$ cat src/rtl/stag_pkg.sv
package stag_pkg;
  localparam int CTL_W  = 8;
  localparam int MODE_W = 2;

  typedef enum logic [MODE_W-1:0] {
    MD_HOLD = 2'd0,
    MD_ONCE = 2'd1,
    MD_KEEP = 2'd2,
    MD_AUTO = 2'd3
  } snap_mode_e;
endpackage

$ cat src/rtl/stag_ctl_dec.sv
module stag_ctl_dec
  import stag_pkg::*;
#(
  parameter int TAG_W = 6
) (
  input  logic                 wr,
  input  logic [CTL_W-1:0]     word,
  input  logic                 fire,
  input  logic [TAG_W-1:0]     tag_q,
  input  logic [TAG_W-1:0]     shown_tag,
  output logic                 stop,
  output logic                 arm_once,
  output logic                 arm_auto,
  output logic                 load_tag,
  output logic [TAG_W-1:0]     new_tag
);
  snap_mode_e mode;
  assign mode = snap_mode_e'(word[CTL_W-1 -: MODE_W]);

  always_comb begin
    stop     = 1'b0;
    arm_once = 1'b0;
    arm_auto = 1'b0;
    load_tag = 1'b0;
    new_tag  = word[TAG_W-1:0];
    if (wr) begin
      unique case (mode)
        MD_HOLD: stop = 1'b1;
        MD_ONCE: begin arm_once = 1'b1; load_tag = 1'b1; end
        MD_KEEP: begin
          arm_once = 1'b1;
          load_tag = 1'b1;
          // if a snapshot lands this edge, the tag it shows is tag_q
          new_tag  = fire ? tag_q : shown_tag;
        end
        MD_AUTO: begin arm_auto = 1'b1; load_tag = 1'b1; end
      endcase
    end
  end
endmodule

$ cat src/rtl/stag_seq.sv
module stag_seq #(
  parameter int TAG_W  = 6,
  parameter int PERIOD = 16,
  localparam int CNT_W = $clog2(PERIOD + 1)
) (
  input  logic             clk,
  input  logic             rst_n,
  input  logic             stop,
  input  logic             arm_once,
  input  logic             arm_auto,
  input  logic             load_tag,
  input  logic [TAG_W-1:0] new_tag,
  output logic             fire,
  output logic [TAG_W-1:0] tag_q
);
  logic             pend_q;
  logic             auto_q;
  logic [CNT_W-1:0] cnt_q;

  assign fire = pend_q | (auto_q & (cnt_q == '0));

  always_ff @(posedge clk) begin
    if (!rst_n) begin
      pend_q <= 1'b0;
      auto_q <= 1'b0;
      cnt_q  <= '0;
    end else if (stop) begin
      pend_q <= 1'b0;
      auto_q <= 1'b0;
    end else if (arm_auto) begin
      pend_q <= 1'b0;
      auto_q <= 1'b1;
      cnt_q  <= '0;
    end else if (arm_once) begin
      pend_q <= 1'b1;
      auto_q <= 1'b0;
    end else if (fire) begin
      pend_q <= 1'b0;
      if (auto_q) cnt_q <= CNT_W'(PERIOD - 1);
    end else if (auto_q) begin
      cnt_q <= cnt_q - 1'b1;
    end
  end

  always_ff @(posedge clk) begin
    if (!rst_n)                tag_q <= '0;
    else if (load_tag)         tag_q <= new_tag;
    else if (fire && auto_q)   tag_q <= tag_q + 1'b1;
  end

  assert_tag_wrap_R7: assert property (@(posedge clk) disable iff (!rst_n)
    (fire && auto_q && !load_tag && tag_q == '1) |=> (tag_q == '0));

  assert_hold_quiet_R5: assert property (@(posedge clk) disable iff (!rst_n)
    stop |=> !fire);
endmodule

$ cat src/rtl/stag_snap_reg.sv
module stag_snap_reg #(
  parameter int TAG_W  = 6,
  parameter int LIVE_W = 26
) (
  input  logic                    clk,
  input  logic                    rst_n,
  input  logic                    fire,
  input  logic [TAG_W-1:0]        tag,
  input  logic [LIVE_W-1:0]       live,
  output logic [TAG_W+LIVE_W-1:0] word_q,
  output logic                    stb_q
);
  always_ff @(posedge clk) begin
    if (!rst_n) begin
      word_q <= '0;
      stb_q  <= 1'b0;
    end else begin
      stb_q <= fire;
      if (fire) word_q <= {tag, live};
    end
  end

  assert_change_with_strobe_R8: assert property (@(posedge clk) disable iff (!rst_n)
    !$stable(word_q) |-> stb_q);
endmodule

$ cat src/rtl/stag_status_snap.sv
module stag_status_snap
  import stag_pkg::*;
#(
  parameter int TAG_W  = 6,
  parameter int WORD_W = 32,
  parameter int PERIOD = 16,
  localparam int LIVE_W = WORD_W - TAG_W
) (
  input  logic              clk,
  input  logic              rst_n,
  input  logic              ctl_wr,
  input  logic [CTL_W-1:0]  ctl_word,
  input  logic [LIVE_W-1:0] live_bits,
  output logic [WORD_W-1:0] status_word,
  output logic              snap_stb
);
  logic             stop, arm_once, arm_auto, load_tag, fire;
  logic [TAG_W-1:0] new_tag, tag_q;

  stag_ctl_dec #(.TAG_W(TAG_W)) u_dec (
    .wr(ctl_wr), .word(ctl_word), .fire(fire), .tag_q(tag_q),
    .shown_tag(status_word[WORD_W-1 -: TAG_W]),
    .stop(stop), .arm_once(arm_once), .arm_auto(arm_auto),
    .load_tag(load_tag), .new_tag(new_tag)
  );

  stag_seq #(.TAG_W(TAG_W), .PERIOD(PERIOD)) u_seq (
    .clk(clk), .rst_n(rst_n), .stop(stop), .arm_once(arm_once),
    .arm_auto(arm_auto), .load_tag(load_tag), .new_tag(new_tag),
    .fire(fire), .tag_q(tag_q)
  );

  stag_snap_reg #(.TAG_W(TAG_W), .LIVE_W(LIVE_W)) u_reg (
    .clk(clk), .rst_n(rst_n), .fire(fire), .tag(tag_q), .live(live_bits),
    .word_q(status_word), .stb_q(snap_stb)
  );

  assert_once_strobe_R3: assert property (@(posedge clk) disable iff (!rst_n)
    (ctl_wr && ctl_word[7:6] == 2'd1) |=> ##1 snap_stb);

  assert_once_tag_R3: assert property (@(posedge clk) disable iff (!rst_n)
    (ctl_wr && ctl_word[7:6] == 2'd1) |=> ##1
      (status_word[WORD_W-1 -: TAG_W] == $past(ctl_word[TAG_W-1:0], 2)));

  assert_keep_tag_R4: assert property (@(posedge clk) disable iff (!rst_n)
    (ctl_wr && ctl_word[7:6] == 2'd2 && !fire) |=> ##1
      (status_word[WORD_W-1 -: TAG_W] == $past(status_word[WORD_W-1 -: TAG_W], 2)));

  assert_hold_no_strobe_R5: assert property (@(posedge clk) disable iff (!rst_n)
    (ctl_wr && ctl_word[7:6] == 2'd0) |=> ##1 !snap_stb);
endmodule

$ cat config.mk
export PLATFORM = sky130hd
export DESIGN_NAME = stag_status_snap
export DESIGN_NICKNAME = d
export VERILOG_FILES = /design/src/rtl/stag_pkg.sv /design/src/rtl/stag_ctl_dec.sv /design/src/rtl/stag_seq.sv /design/src/rtl/stag_snap_reg.sv /design/src/rtl/stag_status_snap.sv
export SDC_FILE = /design/constraint.sdc
export NUM_CORES = 1
export LEC_CHECK = 0
export CAP_MARGIN = 10
export CORE_MARGIN = 2
export CORE_UTILIZATION = 46
export CTS_CLUSTER_SIZE = 14
export DETAILED_ROUTE_END_ITERATION = 10
export PLACE_DENSITY = 0.8
export SYNTH_ARGS = -nofsm -noshare
export SYNTH_HDL_FRONTEND = slang
export SYNTH_HIERARCHICAL = 1
export SYNTH_SLANG_ARGS = --single-unit
$ cat constraint.sdc
create_clock -name clk -period 2.16 [get_ports clk]
set_input_delay 0.432 -clock clk [delete_from_list [all_inputs] [get_ports clk]]
set_output_delay 0.432 -clock clk [all_outputs]
set_load 0.1 [all_outputs]
# Yosys cells after proc, flatten, opt, wreduce, memory -nomap -nowiden
# Cells that the tools add are included.
# Widths: inputs -> output; s select.
[word_totals]
output_inout_bits = 33
input_bits = 37
regBits = 46
word_cells = 52
[op_classes]
n_bitwise = 4
reduce_logical = 13
eq_ne = 5
mux = 22
addsub = 2
[ops]
columns = ["op", "count"]
rows = [
  ["$mux 6", 5],
  ["$mux 5", 5],
  ["$mux 1", 12],
  ["$reduce_bool 2->1", 4],
  ["$add 6x1->6 const B", 1],
  ["$reduce_or 3->1", 2],
  ["$logic_not 5->1", 1],
  ["$sub 5x1->5 const B", 1],
  ["$eq 2x2->1 const B", 2],
  ["$ne 4x4->1 const B", 1],
  ["$reduce_or 2->1", 2],
  ["$reduce_and 3->1", 1],
  ["$eq 2x1->1 const B", 1],
  ["$logic_not 2->1", 1],
  ["$ne 2x1->1 const B", 1],
  ["$not 1->1", 2],
  ["$reduce_and 2->1", 1],
  ["$and 1x1->1", 1],
  ["$logic_and 1x1->1", 1],
  ["$or 1x1->1", 1],
]

# Longest topological paths before layout
# Gate-level depths: netlist (run 1).
[logic_depth]
word_depth = 7
mapped_depth = 9
depth_no_buf = 8

# Modules after synthesis
# The synthesis (run 1) kept the hierarchy.
[by_module_without_submodules]
columns = ["module", "area_per_inst_um2", "instances", "cells_each", "seq_area_each_um2"]
rows = [
  ["stag_snap_reg", 1270.0, 1, 105, 660.6],
  ["stag_seq", 683.2, 1, 80, 260.2],
  ["stag_ctl_dec", 261.5, 1, 32, 0.0],
]

# Worst setup path before layout (run 1)
# Ideal clock, no wire load.
[synth_timing]
path_kind = "reg2reg"
startpoint = "register u_seq.cnt_q[0]"
endpoint = "register u_seq.tag_q[5]"
path_buffers = 1
synth_period_minus_slack_ns = 1.792
setup_slack_ns = 0.368
t_required_ns = 2.032
setup_time_ns = 0.128
path_stages_with_launch = 10
arrival_ns = 1.664
cell_sequence = "dfxtp_1 -> inv_1 -> ha_1 -> a41oi_1 -> inv_1 -> buf_4 -> mux2i_1 -> a21oi_2 -> o21ai_0 -> a21oi_2"
[synth_between]
elab_chain_len = 6
word_cells_on_any_way = 7
cone_classes = "eq/ne: 1; bitwise: 2; reduce/logical: 4"
[synth_rtl]
columns = ["item", "line", "source"]
rows = [
  ["start, declared", "stag_seq.sv:18", "logic [CNT_W-1:0] cnt_q;"],
  ["start signal, assigned", "stag_seq.sv:39", "if (auto_q) cnt_q <= CNT_W'(PERIOD - 1);"],
  ["start signal, assigned", "stag_seq.sv:41", "cnt_q <= cnt_q - 1'b1;"],
  ["$logic_not 5->1 (*)", "stag_seq.sv:20", "assign fire = pend_q | (auto_q & (cnt_q == '0));"],
  ["$and 1x1->1 (*)", "stag_seq.sv:20", ""],
  ["$or 1x1->1 (*)", "stag_seq.sv:20", ""],
  ["named net fire", "stag_status_snap.sv:17", "logic stop, arm_once, arm_auto, load_tag, fire;"],
  ["$logic_and 1x1->1", "stag_seq.sv:48", "else if (fire && auto_q) tag_q <= tag_q + 1'b1;"],
  ["$reduce_bool 2->1 (no source line)", "-", ""],
  ["$reduce_and 2->1 (no source line) (*)", "-", ""],
  ["end signal, assigned", "stag_seq.sv:47", "else if (load_tag) tag_q <= new_tag;"],
  ["end signal, assigned", "stag_seq.sv:48", ""],
  ["end, declared", "stag_seq.sv:14", "output logic [TAG_W-1:0] tag_q"],
]
# The timed path passes the listed nets; every way through them passes the cells marked *.
# A chain may end at the register's enable or synchronous reset.

# Worst setup path after layout (run 1)
[layout_timing]
startpoint = "input port ctl_word[6]"
endpoint = "register u_seq.cnt_q[0]"
[layout_between]
elab_chain_len = 6
word_cells_on_any_way = 16
cone_classes = "eq/ne: 4; mux: 7; bitwise: 1; reduce/logical: 4"
[layout_rtl]
columns = ["item", "line", "source"]
rows = [
  ["start, declared", "stag_status_snap.sv:12", "input logic [CTL_W-1:0] ctl_word,"],
  ["$eq 2x1->1 / $eq 2x2->1 (equally long branches)", "stag_ctl_dec.sv:27", "unique case (mode)"],
  ["$reduce_or 2->1 (no source line) (*)", "-", ""],
  ["$mux 1 (*)", "stag_ctl_dec.sv:27", ""],
  ["$mux 1 (*)", "stag_ctl_dec.sv:26", "if (wr) begin"],
  ["named net arm_once", "stag_status_snap.sv:17", ""],
  ["$ne 2x1->1 (no source line) (*)", "-", ""],
  ["$reduce_and 3->1 (no source line) (*)", "-", ""],
]
# Marks and branches as above.

==> results summary, run 1 <==
The worst hold-check slack came out at 0.5219 ns. The largest buffer count on any clock path is 2. The routability-driven placement congestion ratio is 0.8027. The analysis attributes to cell leakage a power of 1.153 nW. TritonCTS built the clock tree. At the worst endpoint, the required time is 2.40 ns.

For the final database, setup skew stands at 0.002358 ns. The worst-case headroom to the max-slew limit is 75.60%. Dividing the detail-routed wire length by the instance count gives 12.92 um. The die extent in x is 73.39 um. After layout, the design draws a total of 2.175 mW. The largest net degree at the start of global routing came out at 49. Ranked by instance count, the synthesized netlist is headed by 46 x dfxtp_1, 39 x mux2i_1, 33 x nor2b_1.

The overall routed net length came out at 4456 um. The final sum of negative setup slack came out at 0 ns. The number of hold-slack violations in the final timing report is 0. The register bit count reported by yosys came out at 46. Setup violations remaining at the end of the flow were counted as 0.

For this design the ratio of total power to cell area is 731.6 nW/um2. The flow ran to the end, and the final reports show no timing, DRC or antenna violations. In this run the worst setup path begins at ctl_word[6]. The cell count after synthesis came out at 217.

The per-cell via count in the routed design is 5.067. The slew at the pin with the worst max-slew slack came out at 0.3655 ns. For this block, the initial DRC count from the detailed router was 59. The startpoint of the lowest-slack register-to-register path is u_seq/cnt_q[0].

The fraction of the mapped netlist area in simple logic gates came out at 15.20%. After the flow finishes, the layout carries non-filler instances totaling 345. The share of the cycle needed by the critical path after routing is 89.37%.

The start-to-end type of the worst setup path is in2reg. The fraction of final layout cells sized beyond drive strength 1 came out at 20.96%. The cell count after placement is 337. The maximum ir drop on the vdd rail is 0.4011 mV. The number of slew-limit violations in the final report came out at 0. The highest net fanout along the worst path is 4.

The part of the power in registers came out at 43.2%. The post-place instance area is 2855 um2. After synthesis, the share of flip-flops with an asynchronous set or reset is 0%.

Derived from the worst setup path, the maximum achievable clock frequency is 518.0 MHz. The number of warnings reported in the yosys synthesis log came out at 6. Before antenna repair, the detailed router went through 4 iterations. The number of buffers added for setup after CTS is 0.

The H-tree depth came out at 2. For this design the top-level I/O count stands at 70. The number of enable-type register cells in the synthesized netlist is 0. The shortest clock period the worst path allows after layout is 1.930 ns. The effective utilization at floorplan is 47.20%. The fraction of synthesized cell area taken by the top area cell type is 41.58%.

The tightest min-delay check is of the reg2reg type. The post-synthesis share of cell area spent on full adders, half adders and majority gates came out at 3.390%. The largest total area in the synthesized netlist belongs to dfxtp_1.

The initial antenna violation count is 0. The part of the Yosys area used for sequential elements is 41.58%. Combinational logic is responsible for 28.2% of the overall power.

After synthesis, the largest family of logic cells by area is multiplexers. The number of nets produced by synthesis is 260. The utilization after layout is 63.36%. The region available for standard cell placement spans 4692 um2. Across the run, the number of max-cap violations was 0. The dominant register cell in the synthesized netlist is dfxtp_1.

STA classifies the critical path startpoint as a primary input. For this run, the post-layout net count is 333. The final worst setup slack came out at 0.2296 ns. Compared with the post-synthesis result, the final layout area differs by 34.24%. The wire length of the first global-routing pass is 7210 um.

The analysis attributes to net switching a power of 0.7075 mW. The data arrival at the endpoint of the critical path came out at 2.17 ns. Setup repair after global routing left no endpoint under its margin. Summing the areas of all compound-gate instances in the mapped netlist gives 13.16% of the synthesized area. The capturing element type of the critical path is a flop.

The vertical die dimension came out at 73.39 um. The via count of the first global-routing pass came out at 1,645. In this run the remaining antenna-violating nets after routing total 0. The total congestion overflow after global routing came out at 0. In this run the clock root is driven by a clkbuf_8. Input and output buffers added on the ports amount to 69.

The total of hold buffers inserted after clock tree synthesis came out at 0. The count of unique library cells instantiated by Yosys came out at 35. The number of clock buffers inserted by TritonCTS came out at 5. For this run, design rule violations remaining after detail routing come to 0. The half-perimeter wire length of the detailed placement result came out at 3162 um. Global routing used 16.93% of the available tracks across all layers. The count of fill cells added during filler insertion is 397. The xor and xnor area share after synthesis is 1.977%. The final antenna diode count came out at 0. After synthesis, the share of cell area in mux cells is 17.63%. In this run the most critical hold path is launched from u_reg/word_q[11]. The die area came out at 5385 um2. The worst slack after detailed placement came out at -0.08310 ns. The internal power of the cells totals 1.467 mW. The clock latency of the later-clocked register in the worst-skew pair came out at 0.29 ns. The area of all placed cells without fillers came out at 2973 um2. After synthesis the cells add up to 2215 um2. A synthesized cell averages 10.21 um2. The number of clock sinks came out at 46.

The floorplan has 25 rows. The total via count after detailed routing is 1,748. Ranked by total cell area, the synthesized netlist is headed by dfxtp_1 42%, mux2i_1 18%, nor2b_1 9.3%.

The CTS clock-pin slew for the worst setup and hold paths came out at 0.08 ns. Yosys instantiated no cell more often than dfxtp_1. The relative contribution of the clock network to total power is 28.6%.

In this run switching power makes up 32.53% of total power.
-- layout make-up --
class	instances	area (um2)	share of cell area, %
clock buffers	7	76.32	2.567
clock inverters	1	30.03	1.010
inverters	9	33.78	1.136
multi-input cells	149	1145	38.51
flip-flops and latches	46	920.9	30.98
well taps	54	67.56	2.273
repair buffers	79	699.4	23.53
-- final timing paths --
| check | depth (start not counted) | end | slack (ns) |
|---|---|---|---|
| max | 8 | u_seq/cnt_q[0] | 0.23 |
| min | 2 | u_reg/word_q[11] | 0.52 |
| max reg2reg | 7 | u_reg/word_q[4] | 0.25 |
| min reg2reg | 2 | u_reg/word_q[11] | 0.52 |
-- worst max-delay path, cell delays in order --
cell	delay, ns
clkdlybuf4s50_1	0.47
inv_1	0.06
ha_1	0.27
and2_1	0.14
nand2b_1	0.18
a21oi_1	0.28
and3_1	0.22
a32o_1	0.12
-- registers in the layout (all words and copies together) (netlist names) --
signal	count
u_seq/tag_q	6
u_reg/word_q	32
u_seq/auto_q	1
u_seq/pend_q	1
u_reg/stb_q	1
u_seq/cnt_q	5
-- cells by family after synthesis --
family,Yosys count
muxes,39
buffers and inverters,22
xor gates and xnor gates,5
AOI/OAI and AO/OA,43
DFF,46
and+or+nand+nor,56
adders and majority gates,6
-- power by group through the flow --
stage                     registers, mW  logic (mW)  clock network, mW
after floorplan                    1.19       0.237                  0
after detailed placement          0.960       0.613                  0
after global routing              0.948       0.651              0.669
after global placement            0.957       0.605                  0
after CTS                         0.940       0.614              0.636
final                             0.940       0.613              0.621
-- timing repair --
item	in CTS	in global routing
setup endpoints to repair	0	22
hold endpoints to repair	0	0
resized for setup	0	2
-- cell usage in the layout (no fill, tap or decap), types with 6 or more instances in the layout --
cell / n
a21oi_1: 15
a21oi_2: 7
buf_4: 41
clkdlybuf4s50_1: 36
dfxtp_1: 46
ha_1: 6
inv_1: 8
mux2i_1: 39
nand2_1: 6
nor2b_1: 33
o21ai_0: 9
-- routing by layer --
metal,up-vias,part of all wire (%),GRT usage [%]
met3,8,6.8,4.252
met4,0,1.8,6.667
met5,-,0,0
met2,55,45,28.13
met1,789,46,21.04
li1,896,-,-
(Power assumes the default switching activity.)
==> run 2, diff against run 1 <==
CORE_UTILIZATION = 45   (was 46)
SYNTH_HIERARCHICAL = not set   (was 1)
==> run 2 against run 1 <==
  * Area after synthesis is 6.9% lower
  * Total power is 8.9% lower
  * Highest routed layer unchanged
  * Critical path depth is 1 lower
  * Die area is 4.6% lower
  * Setup slack worse by 0.066 ns
  * First-iteration DRC count is 97% higher
  * Critical path type unchanged
  * Final area is 2.3% lower
  * Critical endpoint is now u_seq.tag_q[0]
  * Via count is 16% higher
  * Worst hold slack worse by 0.065 ns
==> results summary, run 2 <==
Result of the run: finished clean (unchanged). The number of flip-flops in the largest register came to 32 (unchanged). Top cell types by occurrence after synthesis: 76 x nand2_1, 46 x dfxtp_1, 37 x a21oi_1 (was 46 x dfxtp_1, 39 x mux2i_1, 33 x nor2b_1).

The total of hold buffers inserted after clock tree synthesis is 0 (unchanged). The share of the cycle needed by the critical path after routing is 92.43% (was 89.37%). The dominant register cell in the synthesized netlist is dfxtp_1 (unchanged).

The capturing element type of the critical path is a flop (unchanged). The die extent in x is 71.67 um (was 73.39 um). The overall routed net length came out at 5245 um (was 4456 um). The number of clock sinks was 46 (unchanged). The shortest clock period the worst path allows after layout is 1.997 ns (was 1.930 ns). The routed length per instance is 13.52 um (was 12.92 um). The global router's overall resource usage came out at 21.40% (was 16.93%). The fraction of final layout cells sized beyond drive strength 1 was 22.02% (was 20.96%). The number of warnings reported in the yosys synthesis log is 0 (was 6). The total iterations of the first detailed-routing run is 4 (unchanged). The count of boundary I/O pins came to 70 (unchanged). The proportion of register bits with asynchronous set or reset after synthesis came out at 0% (unchanged). The register bank with the most flops was u_reg.word_q (was u_reg/word_q). The largest buffer count on any clock path came out at 2 (unchanged).

The count of input and output buffers was 69 (unchanged). The most common cell in the synthesized netlist is nand2_1 (was dfxtp_1). The count of fill cells added during filler insertion is 384 (was 397). The total via count after detailed routing is 2,035 (was 1,748). The area of all placed cells without fillers was 2904 um2 (was 2973 um2). The initial antenna violation count came out at 0 (unchanged). The cell count after synthesis came to 254 (was 217).

The register bit count reported by yosys is 46 (unchanged). The worst hold-check slack is 0.4566 ns (was 0.5219 ns). The number of buffers added for setup after CTS is 0 (unchanged). The count of unique library cells instantiated by Yosys came out at 41 (was 35). The post-place instance area is 2816 um2 (was 2855 um2). The sequential cell area came to 920.9 um2 (unchanged). The largest net degree at the start of global routing is 34 (was 49). The data arrival at the endpoint of the critical path was 2.19 ns (was 2.17 ns). The die area is 5137 um2 (was 5385 um2). The half-perimeter wire length of the detailed placement result is 3869 um (was 3162 um). The routability-driven placement congestion ratio came out at 0.8178 (was 0.8027). The final antenna diode count is 0 (unchanged). The timing-limited maximum frequency is 500.9 MHz (was 518.0 MHz). The top cell type by total area after synthesis is dfxtp_1 (unchanged). The effective utilization at floorplan came to 47.00% (was 47.20%). The synthesized area per cell is 8.113 um2 (was 10.21 um2). The nature of the critical path startpoint was a primary input (unchanged). The via count of the first global-routing pass was 2,007 (was 1,645).

The clock latency of the later-clocked register in the worst-skew pair came out at 0.29 ns (about the same). The CTS clock-pin slew for the worst setup and hold paths came out at 0.09 ns (was 0.08 ns). The maximum ir drop on the vdd rail came out at 0.4161 mV (was 0.4011 mV). The total setup violations reported at the end of the flow is 0 (unchanged).

The summed instance area of the synthesized netlist is 2061 um2 (was 2215 um2). The required time at the worst-slack endpoint is 2.35 ns (was 2.40 ns). The number of gates given a new drive strength after cts came out at 0 (unchanged). The footprint of the multi-input gates came out at 1035 um2 (was 1145 um2). The number of hold-slack violations in the final timing report was 0 (unchanged). The H-tree depth is 2 (unchanged). The areal power density over the cells is 682.3 nW/um2 (was 731.6 nW/um2). Biggest regs: u_reg.word_q x32, u_seq.tag_q x6, u_seq.cnt_q x5 (was u_reg/word_q x32, u_seq/tag_q x6, u_seq/cnt_q x5). The fraction of synthesized cell area taken by the top area cell type came out at 44.69% (was 41.58%). The number of nets produced by synthesis was 297 (was 260). The worst-case clock skew is 0.003727 ns (was 0.002358 ns). The area of the core was 4384 um2 (was 4692 um2). The part of the Yosys area used for sequential elements was 44.69% (was 41.58%). The most common cell after layout, fill and taps aside was nand2_1 (was dfxtp_1). The remaining antenna violation count after routing came out at 0 (unchanged).

The master cell of the clock root buffer is clkbuf_8 (unchanged). The vertical die dimension came out at 71.67 um (was 73.39 um). The number of DRC markers after the initial detailed-route iteration came to 116 (was 59). The wire length of the first global-routing pass came out at 8749 um (was 7210 um).

The number of clock buffers inserted by TritonCTS is 5 (unchanged). The highest net fanout along the worst path came out at 5 (was 4). The number of remaining DRC errors is 0 (unchanged). The class of the tightest hold or removal check is reg2reg (unchanged). The TritonCTS clock tree is built (unchanged). The total congestion overflow after global routing came out at 0 (unchanged). The count of max-cap constraint violations came out at 0 (unchanged).

The number of enable-type register cells in the synthesized netlist came out at 0 (unchanged). Unrepaired setup endpoints after global routing: no (unchanged). The number of slew-limit violations in the final report came out at 0 (unchanged). The worst-case headroom to the max-slew limit came out at 68.15% (was 75.60%). The synthesis-to-finish area growth came out at 40.92% (was 34.24%).

The per-cell via count in the routed design is 5.245 (was 5.067). The total leakage power is 1.181 nW (was 1.153 nW). The site row count came to 24 (was 25). The start-to-end type of the worst setup path is in2reg (unchanged). Area contributors post-synth: dfxtp_1 45%, nand2_1 14%, a21oi_1 9.0% (was dfxtp_1 42%, mux2i_1 18%, nor2b_1 9.3%).

The slew at the pin with the worst max-slew slack came out at 0.4771 ns (was 0.3655 ns). The total number of nets in the final design came out at 378 (was 333). Highest-count cells in the layout ignoring fill and taps: 76 x nand2_1, 53 x buf_4, 46 x dfxtp_1, 36 x a21oi_1, 36 x clkdlybuf4s50_1 (was 46 x dfxtp_1, 41 x buf_4, 39 x mux2i_1, 36 x clkdlybuf4s50_1, 33 x nor2b_1).
## run 2: area by class of cell
cell class,instances,share of cell area (%)
clock buffers,5,2.370
repair buffers,89,26.11
flip-flops and latches,46,31.71
inverters,10,1.293
well taps,52,2.240
clock inverters,3,0.6463
multi-input cells,183,35.63
## run 2: path summary, 6_finish.rpt
check / from / to / slack (ns) / cells after the start
min reg2reg: u_reg.word_q[16] / u_reg.word_q[16] / 0.46 / 2
max: ctl_word[6] / u_seq.tag_q[0] / 0.16 / 7
max reg2reg: u_seq.cnt_q[0] / u_seq.tag_q[0] / 0.29 / 6
min: u_reg.word_q[16] / u_reg.word_q[16] / 0.46 / 2
## run 2: kinds of logic (layout without fill, tap and decap cells)
group	count (synthesis)	in the layout	synth area share (%)
multiplexers	8	8	4.250
adder cells (fa/ha/maj)	6	6	3.643
flip-flops	46	46	44.69
AND/OR/NAND/NOR	108	108	24.77
AO/OA/AOI/OAI	61	61	17.37
buffers and inverters	25	107	5.282
## run 2: power breakdown
group | total [mW] | switching, mW | internal (mW)
Clock | 0.522 | 0.294 | 0.228
Combinational | 0.539 | 0.344 | 0.195
Sequential | 0.921 | 0.0328 | 0.888
## run 2: routing by layer
layer	vias up	wire (um)	track usage, %	part of all wire, %
li1	1030	-	-	-
met1	956	2217	24.54	42
met2	44	2742	37.96	52
met3	5	225	5.345	4.3
met4	0	59	8.595	1.1
met5	-	0	0	0
## run 2: stage by stage
step                      std cells  util, %  power, mW  TNS, ns  setup slack, ns
after floorplan                 254        -      1.297        0           0.2777
after global placement          380    64.24      1.471  -0.4454          -0.1084
after detailed placement        380    64.24      1.480  -0.7210          -0.1593
after CTS                       388    66.24      2.008        0           0.1669
after global routing            388    66.24      2.081        0          0.09295
final                           388    66.24      1.981        0           0.1635
## run 2: critical path, cell delays in order
cell             delay [ns]
clkdlybuf4s50_1        0.48
inv_1                  0.08
ha_1                   0.23
nor2b_4                0.19
mux2i_2                0.12
or3_4                  0.43
o221a_2                0.23
